## src/rtl/optsel_pkg.sv

```systemverilog
`timescale 1ns/1ps
package optsel_pkg;

  localparam int unsigned NREG  = 8;
  localparam int unsigned IDX_W = $clog2(NREG);

  typedef logic [7:0] byte_t;

  typedef enum logic [IDX_W-1:0] {
    RIX_ID_LO   = 3'd0,
    RIX_ID_HI   = 3'd1,
    RIX_CTRL    = 3'd2,
    RIX_BASE_LO = 3'd3,
    RIX_BASE_HI = 3'd4,
    RIX_IRQ     = 3'd5,
    RIX_ARB     = 3'd6,
    RIX_RSVD    = 3'd7
  } reg_idx_e;

  // Writable bits of each slot; zero means the slot holds no storage.
  function automatic byte_t field_mask(int idx, int irq_w, int arb_w, int iob_w);
    byte_t m;
    case (idx)
      2:       m = 8'h01;
      3:       m = 8'hFF;
      4:       m = byte_t'((1 << (iob_w - 8)) - 1);
      5:       m = byte_t'((1 << irq_w) - 1);
      6:       m = byte_t'((1 << arb_w) - 1);
      default: m = 8'h00;
    endcase
    return m;
  endfunction

endpackage

```

## src/rtl/optsel_rst_sync.sv

```systemverilog
`timescale 1ns/1ps
module optsel_rst_sync #(
  parameter int unsigned STAGES = 2
) (
  input  logic clk,
  input  logic rst_n,
  output logic rst_n_sync
);

  logic [STAGES-1:0] chain_q;
  logic [STAGES-1:0] chain_d;

  always_comb begin
    chain_d = {chain_q[STAGES-2:0], 1'b1};
  end

  always_ff @(posedge clk or negedge rst_n) begin
    if (!rst_n) begin
      chain_q <= '0;
    end else begin
      chain_q <= chain_d;
    end
  end

  assign rst_n_sync = chain_q[STAGES-1];

endmodule

```

## src/rtl/optsel_win_dec.sv

```systemverilog
`timescale 1ns/1ps
module optsel_win_dec
  import optsel_pkg::*;
#(
  parameter int unsigned    ADDR_W   = 16,
  parameter logic [15:0]    WIN_BASE = 16'h0100
) (
  input  logic              setup_sel_n,
  input  logic [ADDR_W-1:0] bus_addr,
  input  logic              bus_rd,
  input  logic              bus_wr,
  output logic              rd_drive,
  output logic [IDX_W-1:0]  reg_idx,
  output logic [NREG-1:0]   wr_en
);

  logic in_window;
  logic cfg_active;

  always_comb begin
    in_window  = (bus_addr[ADDR_W-1:IDX_W] == WIN_BASE[ADDR_W-1:IDX_W]);
    cfg_active = !setup_sel_n && in_window;
    reg_idx    = bus_addr[IDX_W-1:0];
    rd_drive   = cfg_active && bus_rd;
    wr_en      = (cfg_active && bus_wr) ? (NREG'(1) << reg_idx) : '0;
  end

endmodule

```

## src/rtl/optsel_cfg_regs.sv

```systemverilog
`timescale 1ns/1ps
module optsel_cfg_regs
  import optsel_pkg::*;
#(
  parameter logic [15:0] CARD_ID = 16'h5A3C,
  parameter int unsigned IRQ_W   = 4,
  parameter int unsigned ARB_W   = 4,
  parameter int unsigned IOB_W   = 16
) (
  input  logic                  clk,
  input  logic                  rst_n,
  input  logic [NREG-1:0]       wr_en,
  input  byte_t                 wdata,
  output logic [NREG-1:0][7:0]  regs
);

  // Slots 0, 1 and 7 take no writes.
  logic unused_wr;
  assign unused_wr = &{wr_en[RIX_ID_LO], wr_en[RIX_ID_HI], wr_en[RIX_RSVD]};

  for (genvar g = 0; g < NREG; g++) begin : g_slot
    localparam byte_t MASK = field_mask(g, IRQ_W, ARB_W, IOB_W);
    if (g == RIX_ID_LO) begin : g_id_lo
      assign regs[g] = CARD_ID[7:0];
    end else if (g == RIX_ID_HI) begin : g_id_hi
      assign regs[g] = CARD_ID[15:8];
    end else if (MASK == 8'h00) begin : g_empty
      assign regs[g] = '0;
    end else begin : g_store
      byte_t slot_q;
      byte_t slot_d;

      always_comb begin
        slot_d = wdata & MASK;
      end

      always_ff @(posedge clk or negedge rst_n) begin
        if (!rst_n) begin
          slot_q <= '0;
        end else if (wr_en[g]) begin
          slot_q <= slot_d;
        end
      end

      assign regs[g] = slot_q;
    end
  end

  // a write to the control slot lands its bit 0 at the next edge.
  assert_ctrl_write_R4: assert property (@(posedge clk) disable iff (!rst_n)
    wr_en[RIX_CTRL] |=> (regs[RIX_CTRL] == {7'b0, $past(wdata[0])}));

  // without a write strobe no slot moves.
  assert_hold_without_write_R8: assert property (@(posedge clk) disable iff (!rst_n)
    (wr_en == '0) |=> $stable(regs));

endmodule

```

## src/rtl/optsel_io_decode.sv

```systemverilog
`timescale 1ns/1ps
module optsel_io_decode #(
  parameter int unsigned HI_W = 13
) (
  input  logic            setup_sel_n,
  input  logic            card_enable,
  input  logic            bus_rd,
  input  logic            bus_wr,
  input  logic [HI_W-1:0] addr_hi,
  input  logic [HI_W-1:0] base_hi,
  output logic            io_hit
);

  logic cycle_live;
  logic block_match;

  always_comb begin
    cycle_live  = bus_rd || bus_wr;
    block_match = (addr_hi == base_hi);
    io_hit      = setup_sel_n && card_enable && cycle_live && block_match;
  end

endmodule

```

## src/rtl/optsel_regfile.sv

```systemverilog
`timescale 1ns/1ps
module optsel_regfile
  import optsel_pkg::*;
#(
  parameter logic [15:0] CARD_ID     = 16'h5A3C,
  parameter logic [15:0] WIN_BASE    = 16'h0100,
  parameter int unsigned ADDR_W      = 16,
  parameter int unsigned IRQ_W       = 4,
  parameter int unsigned ARB_W       = 4,
  parameter int unsigned SPAN_LOG2   = 3
) (
  input  logic              clk,
  input  logic              rst_n,
  input  logic              setup_sel_n,
  input  logic [ADDR_W-1:0] bus_addr,
  input  logic              bus_rd,
  input  logic              bus_wr,
  input  logic [7:0]        bus_wdata,
  output logic [7:0]        bus_rdata,
  output logic              rd_drive,
  output logic              card_enable,
  output logic [ADDR_W-1:0] io_base,
  output logic [IRQ_W-1:0]  irq_level,
  output logic [ARB_W-1:0]  arb_level,
  output logic              io_hit
);

  localparam int unsigned HI_W = ADDR_W - SPAN_LOG2;

  logic                 rst_n_s;
  logic [IDX_W-1:0]     reg_idx;
  logic [NREG-1:0]      wr_en;
  logic [NREG-1:0][7:0] regs;

  optsel_rst_sync #(.STAGES(2)) u_rst (
    .clk        (clk),
    .rst_n      (rst_n),
    .rst_n_sync (rst_n_s)
  );

  optsel_win_dec #(.ADDR_W(ADDR_W), .WIN_BASE(WIN_BASE)) u_win (
    .setup_sel_n (setup_sel_n),
    .bus_addr    (bus_addr),
    .bus_rd      (bus_rd),
    .bus_wr      (bus_wr),
    .rd_drive    (rd_drive),
    .reg_idx     (reg_idx),
    .wr_en       (wr_en)
  );

  optsel_cfg_regs #(
    .CARD_ID (CARD_ID),
    .IRQ_W   (IRQ_W),
    .ARB_W   (ARB_W),
    .IOB_W   (ADDR_W)
  ) u_regs (
    .clk   (clk),
    .rst_n (rst_n_s),
    .wr_en (wr_en),
    .wdata (bus_wdata),
    .regs  (regs)
  );

  always_comb begin
    card_enable = regs[RIX_CTRL][0];
    io_base     = {regs[RIX_BASE_HI][ADDR_W-9:0], regs[RIX_BASE_LO]};
    irq_level   = regs[RIX_IRQ][IRQ_W-1:0];
    arb_level   = regs[RIX_ARB][ARB_W-1:0];
    bus_rdata   = rd_drive ? regs[reg_idx] : 8'h00;
  end

  optsel_io_decode #(.HI_W(HI_W)) u_dec (
    .setup_sel_n (setup_sel_n),
    .card_enable (card_enable),
    .bus_rd      (bus_rd),
    .bus_wr      (bus_wr),
    .addr_hi     (bus_addr[ADDR_W-1:SPAN_LOG2]),
    .base_hi     (io_base[ADDR_W-1:SPAN_LOG2]),
    .io_hit      (io_hit)
  );

  // data is driven only for a selected read.
  assert_drive_needs_select_R1: assert property (@(posedge clk) disable iff (!rst_n_s)
    rd_drive |-> (!setup_sel_n && bus_rd));

  // slot 0 always returns the identifier low byte.
  assert_id_low_byte_R2: assert property (@(posedge clk) disable iff (!rst_n_s)
    (rd_drive && bus_addr[IDX_W-1:0] == RIX_ID_LO) |-> (bus_rdata == CARD_ID[7:0]));

  // the assigned base cannot move while the slot is out of setup.
  assert_base_kept_deselected_R8: assert property (@(posedge clk) disable iff (!rst_n_s)
    setup_sel_n |=> $stable(io_base));

  // the port decoder never claims a cycle during setup or while disabled.
  assert_no_hit_when_blocked_R10: assert property (@(posedge clk) disable iff (!rst_n_s)
    io_hit |-> (setup_sel_n && card_enable));

endmodule

```

## config.mk

```make
export PLATFORM = sky130hd
export DESIGN_NAME = optsel_regfile
export DESIGN_NICKNAME = d
export VERILOG_FILES = /design/src/rtl/optsel_pkg.sv /design/src/rtl/optsel_rst_sync.sv /design/src/rtl/optsel_win_dec.sv /design/src/rtl/optsel_cfg_regs.sv /design/src/rtl/optsel_io_decode.sv /design/src/rtl/optsel_regfile.sv
export SDC_FILE = /design/constraint.sdc
export NUM_CORES = 1
export LEC_CHECK = 0
export BUFFER_PORTS_ARGS = -buffer_cell sky130_fd_sc_hd__buf_2
export CAP_MARGIN = 10
export CORE_MARGIN = 10
export CORE_UTILIZATION = 40
export DETAILED_ROUTE_END_ITERATION = 12
export MAX_ROUTING_LAYER = met4
export PLACE_DENSITY = 0.73
export SYNTH_ARGS = -nofsm -noshare
export SYNTH_HDL_FRONTEND = slang
export SYNTH_HIERARCHICAL = 1
export SYNTH_SLANG_ARGS = --single-unit
```

## constraint.sdc

```tcl
create_clock -name clk -period 1.5 [get_ports clk]
set_input_delay 0.075 -clock clk [delete_from_list [all_inputs] [get_ports clk]]
set_output_delay 0.075 -clock clk [all_outputs]
set_load 0.01 [all_outputs]
```

# Word-level counts from Yosys, hierarchy flattened
# Cells that the tools add are included.
# word_totals
reg_bits,27
output_inout_bits,35
# classes
eq_ne,2
reduce_logical,8
n_shift,1
n_mux,4
order_cmp,1
# op_table
cell,n
8-bit binary-select mux with 3-bit select,1
8-bit two-way mux,2
13-bit == test,1
"13-bit by 6-bit == test with 1-bit output, second input constant",1
7-bit two-way mux,1
"1-bit by 3-bit left shift with 7-bit output, first input constant",1
1-bit logical AND,6
"3-bit by 4-bit < comparator with 1-bit output, second input constant",1
1-bit zero test,1
1-bit logical OR,1

# Longest topological paths before layout
# logic_depth
ltp_word,4
mapped_depth,6

# Hierarchy
# The synthesis kept the hierarchy.
# modules_own_cells
mod,seq_area_each_um2,area_per_inst_um2,cells_per_inst,instances
optsel_cfg_regs,625.6,1290.0,93,1
optsel_regfile,0.0,553.0,38,1
optsel_win_dec,0.0,206.4,25,1
optsel_io_decode,0.0,153.9,18,1
optsel_rst_sync,50.0,53.8,3,1

# Worst setup path after synthesis
# Ideal clock, no wire load.
# synth_timing
path_kind,input -> register
from,input bus_addr[9]
to,register u_regs.g_slot[6].g_store.slot_q[0]
t_arrival_ns,1.348
setup_slack_ns,0.027
stages,4
path_buffers,0
t_required_ns,1.375
setup_ns,0.125
cell_sequence,nor4b_2 nand2_1 nor3_1 mux2_2
# synth_between
elab_chain_len,4
# synth_lines
element,line,rtl
from (decl),optsel_regfile.sv:15,"input logic [ADDR_W-1:0] bus_addr,"
13-bit by 6-bit == test with 1-bit output,optsel_win_dec.sv:21,in_window = (bus_addr[ADDR_W-1:IDX_W] == WIN_BASE[ADDR_W-1:IDX_W]);
1-bit logical AND,optsel_win_dec.sv:22,cfg_active = !setup_sel_n && in_window;
1-bit logical AND,optsel_win_dec.sv:25,wr_en = (cfg_active && bus_wr) ? (NREG'(1) << reg_idx) : '0;
7-bit two-way mux,optsel_win_dec.sv:25,
named net wr_en[6],optsel_regfile.sv:32,logic [NREG-1:0] wr_en;
to (signal assigned),optsel_cfg_regs.sv:41,slot_q <= slot_d;
to (decl),optsel_cfg_regs.sv:30,byte_t slot_q;
# The timed path passes the listed nets, and every way through them passes these cells.
# A chain may end at the register's enable or synchronous reset.

# Worst setup path after layout
# layout_timing
from,register u_regs.g_slot[3].g_store.slot_q[5]
to,output bus_rdata[5]
# layout_between
elab_chain_len,3
# layout_lines
element,line,rtl
from (decl),optsel_cfg_regs.sv:30,
from (signal assigned),optsel_cfg_regs.sv:41,
8-bit binary-select mux with 3-bit select,optsel_regfile.sv:69,bus_rdata = rd_drive ? regs[reg_idx] : 8'h00;
8-bit two-way mux (not written as such),optsel_regfile.sv:69,
8-bit two-way mux,optsel_regfile.sv:69,
to (decl),optsel_regfile.sv:19,"output logic [7:0] bus_rdata,"
# No other way between the ends. The select of a mux whose other input is x is not followed.

==> results.toml <==
[grt]
remaining_global_route_overflow = 0
grt_pass1_vias = 1835
grt_antenna_before_repair = 0
gr-usage-all-layers_pct = 13.64
grt_first_pass_wirelength_mm = 9.328
grt_max_degree = 26

[outcome]
outcome = "complete, but fails checks"
failed_checks = "setup timing"

[detailed_routing]
drc = 0
drtPass1Iterations = 4
wirelength_mm = 5.771
drtIter0Drc = 55
wl_per_cell_um = 16.87
detailroute.via_count = 1565
antenna_left = 0
vias_per_cell = 4.576

[sta]
fin_crit_ps = 1609
timing_hold_violations_final = 0
fmax_mhz = 621.6
fin_skew_ps = 1.918
grt_setup_unrepaired = "yes"
layout_worst_path_cycle_share_pct = 107.3
worst_slack_ps = -108.9
slew_viol_final = 0
final-setup-viol-count = 9

[cts]
tritoncts = "done"
clk_buf_depth = 2
cts_root_buf = "clkbuf_8"
h-tree-depth = 1
cts-buffers-inserted = 3
cts.sink_count = 27
clock_insertion_delay_worst_skew_ps = 260
clkTransAtPathRegs_ps = 90

[die]
fp.dieArea_mm2 = 0.008977
dieHeight_um = 94.75
chipWidth_um = 94.75
placeableCoreArea_mm2 = 0.005473
initial_utilization_pct = 40.83
rows = 27
floorplan.io_pins = 64

[hold_path]
hold_path.class = "in -> reg"

[finish]
final-seq-area_um2 = 685.7
multiInputGateArea_mm2 = 0.001315
finalNetCount = 300
antenna-diode-count = 0
area_growth_syn_to_layout_pct = 24.19
num-fill-cells = 541
layout-drive-gt1-share_pct = 61.85

[place]
post-place-ws_ps = -187.0
post-dp-hpwl_mm = 4.614
gp_congestion = 0.8590
place.port_buffers = 63

[setup_path]
worst-endpoint-required_ps = 1420
worst-path-max-fanout = 4
worst-setup-path-type = "reg -> out"
worst-endpoint-arrival_ps = 1530
critical_path.endpoint_type = "primary output"
worstSetupStartpointType = "register"

[pwr]
power.leakage_nw = 1.434
total_power_of_the_final_layout_w = 0.001408
ir_worst_vdd_v = 0.0002539
power_density_mw_per_mm2 = 507.4

[flow_run]
maxCapViolations = 0

[synthesis]
warning_count_from_the_yosys_run = 6
synthCells = 174
mappedNetlistArea_mm2 = 0.002235
syn_area_per_cell_um2 = 12.84
## critical path, stage by stage, from the launching register on
cell     delay, ps
dfrtp_2        450
mux4_2         460
mux2i_1        160
nor2_1          50
buf_2          140
## layer usage
metal	wire [µm]	share of wire (%)	GRT usage, %
met1	2668	46	17.19
met2	2879	50	22.83
met3	179	3.1	1.507
met4	43	0.75	3.367
met5	0	0	-
## cells in the final DEF (no fill, tap or decap), drive strengths merged
cell,count
nand3b,1
dfrtp,27
nor3,2
nor4,3
nand3,1
o2111ai,1
mux2i,8
nand2,1
nand4,6
clkbuf,5
nor2b,1
mux4,16
buf,102
nor4b,2
xnor2,13
nor2,12
mux2,25
dlygate4sd3,1
inv,2
conb,40
and2,1
## flip-flops by register name (all words and copies together) (netlist names)
name	count
u_regs/g_slot.g_store.slot_q	25
u_rst/chain_q	2
## stage by stage
step                      TNS, ps  instance area, µm²  hold WS [ps]  instances  utilization, %
after global placement      -2601                2603        -138.7        325           47.55
after detailed placement    -3248                2603        -138.4        325           47.55
final                      -768.5                2775         63.62        342           50.71
after floorplan                 0                2374        -220.6        211               -
after CTS                  -907.6                2745         60.09        342           50.16
after global routing        -1408                2775         63.09        342           50.71
## report_power, final
| part | total, W | switching, W | internal (W) |
|---|---|---|---|
| sequential | 0.000731 | 0.000000893 | 0.000730 |
| clock | 0.000399 | 0.000210 | 0.000190 |
| combinational | 0.000278 | 0.000132 | 0.000146 |
## worst paths after layout
path	depth (start not counted)	end	from	slack [ps]
min reg2reg	1	u_regs/g_slot[3].g_store.slot_q[6]$_DFFE_PN0P_	u_rst/chain_q[1]$_DFF_PN0_	240
min	2	u_regs/g_slot[4].g_store.slot_q[6]$_DFFE_PN0P_	bus_wdata[6]	60
max in group asynchronous	1	u_regs/g_slot[4].g_store.slot_q[1]$_DFFE_PN0P_	u_rst/chain_q[1]$_DFF_PN0_	990
min in group asynchronous	2	u_rst/chain_q[0]$_DFF_PN0_	rst_n	110
max	4	bus_rdata[5]	u_regs/g_slot[3].g_store.slot_q[5]$_DFFE_PN0P_	-110
max reg2reg	2	u_regs/g_slot[3].g_store.slot_q[7]$_DFFE_PN0P_	u_regs/g_slot[3].g_store.slot_q[7]$_DFFE_PN0P_	520
## what timing repair did
| action | CTS | global route |
|---|---|---|
| gates cloned | 0 | 0 |
| setup buffers | 12 | 0 |
| hold buffers | 1 | 0 |
| pin swaps | 4 | 3 |
| resized for setup | 12 | 11 |
| hold endpoints to repair | 2 | 0 |
| endpoints found under the setup margin | 9 | 9 |
## layout make-up
| cell class | count | share of cell area (%) |
|---|---|---|
| Clock buffer | 4 | 1.623 |
| Tap cell | 72 | 3.246 |
| Inverter | 2 | 0.2705 |
| Timing Repair Buffer | 104 | 22.77 |
| Sequential cell | 27 | 24.71 |
| Multi-Input combinational cell | 133 | 47.39 |
No activity file was read; power rests on OpenSTA's default activity.
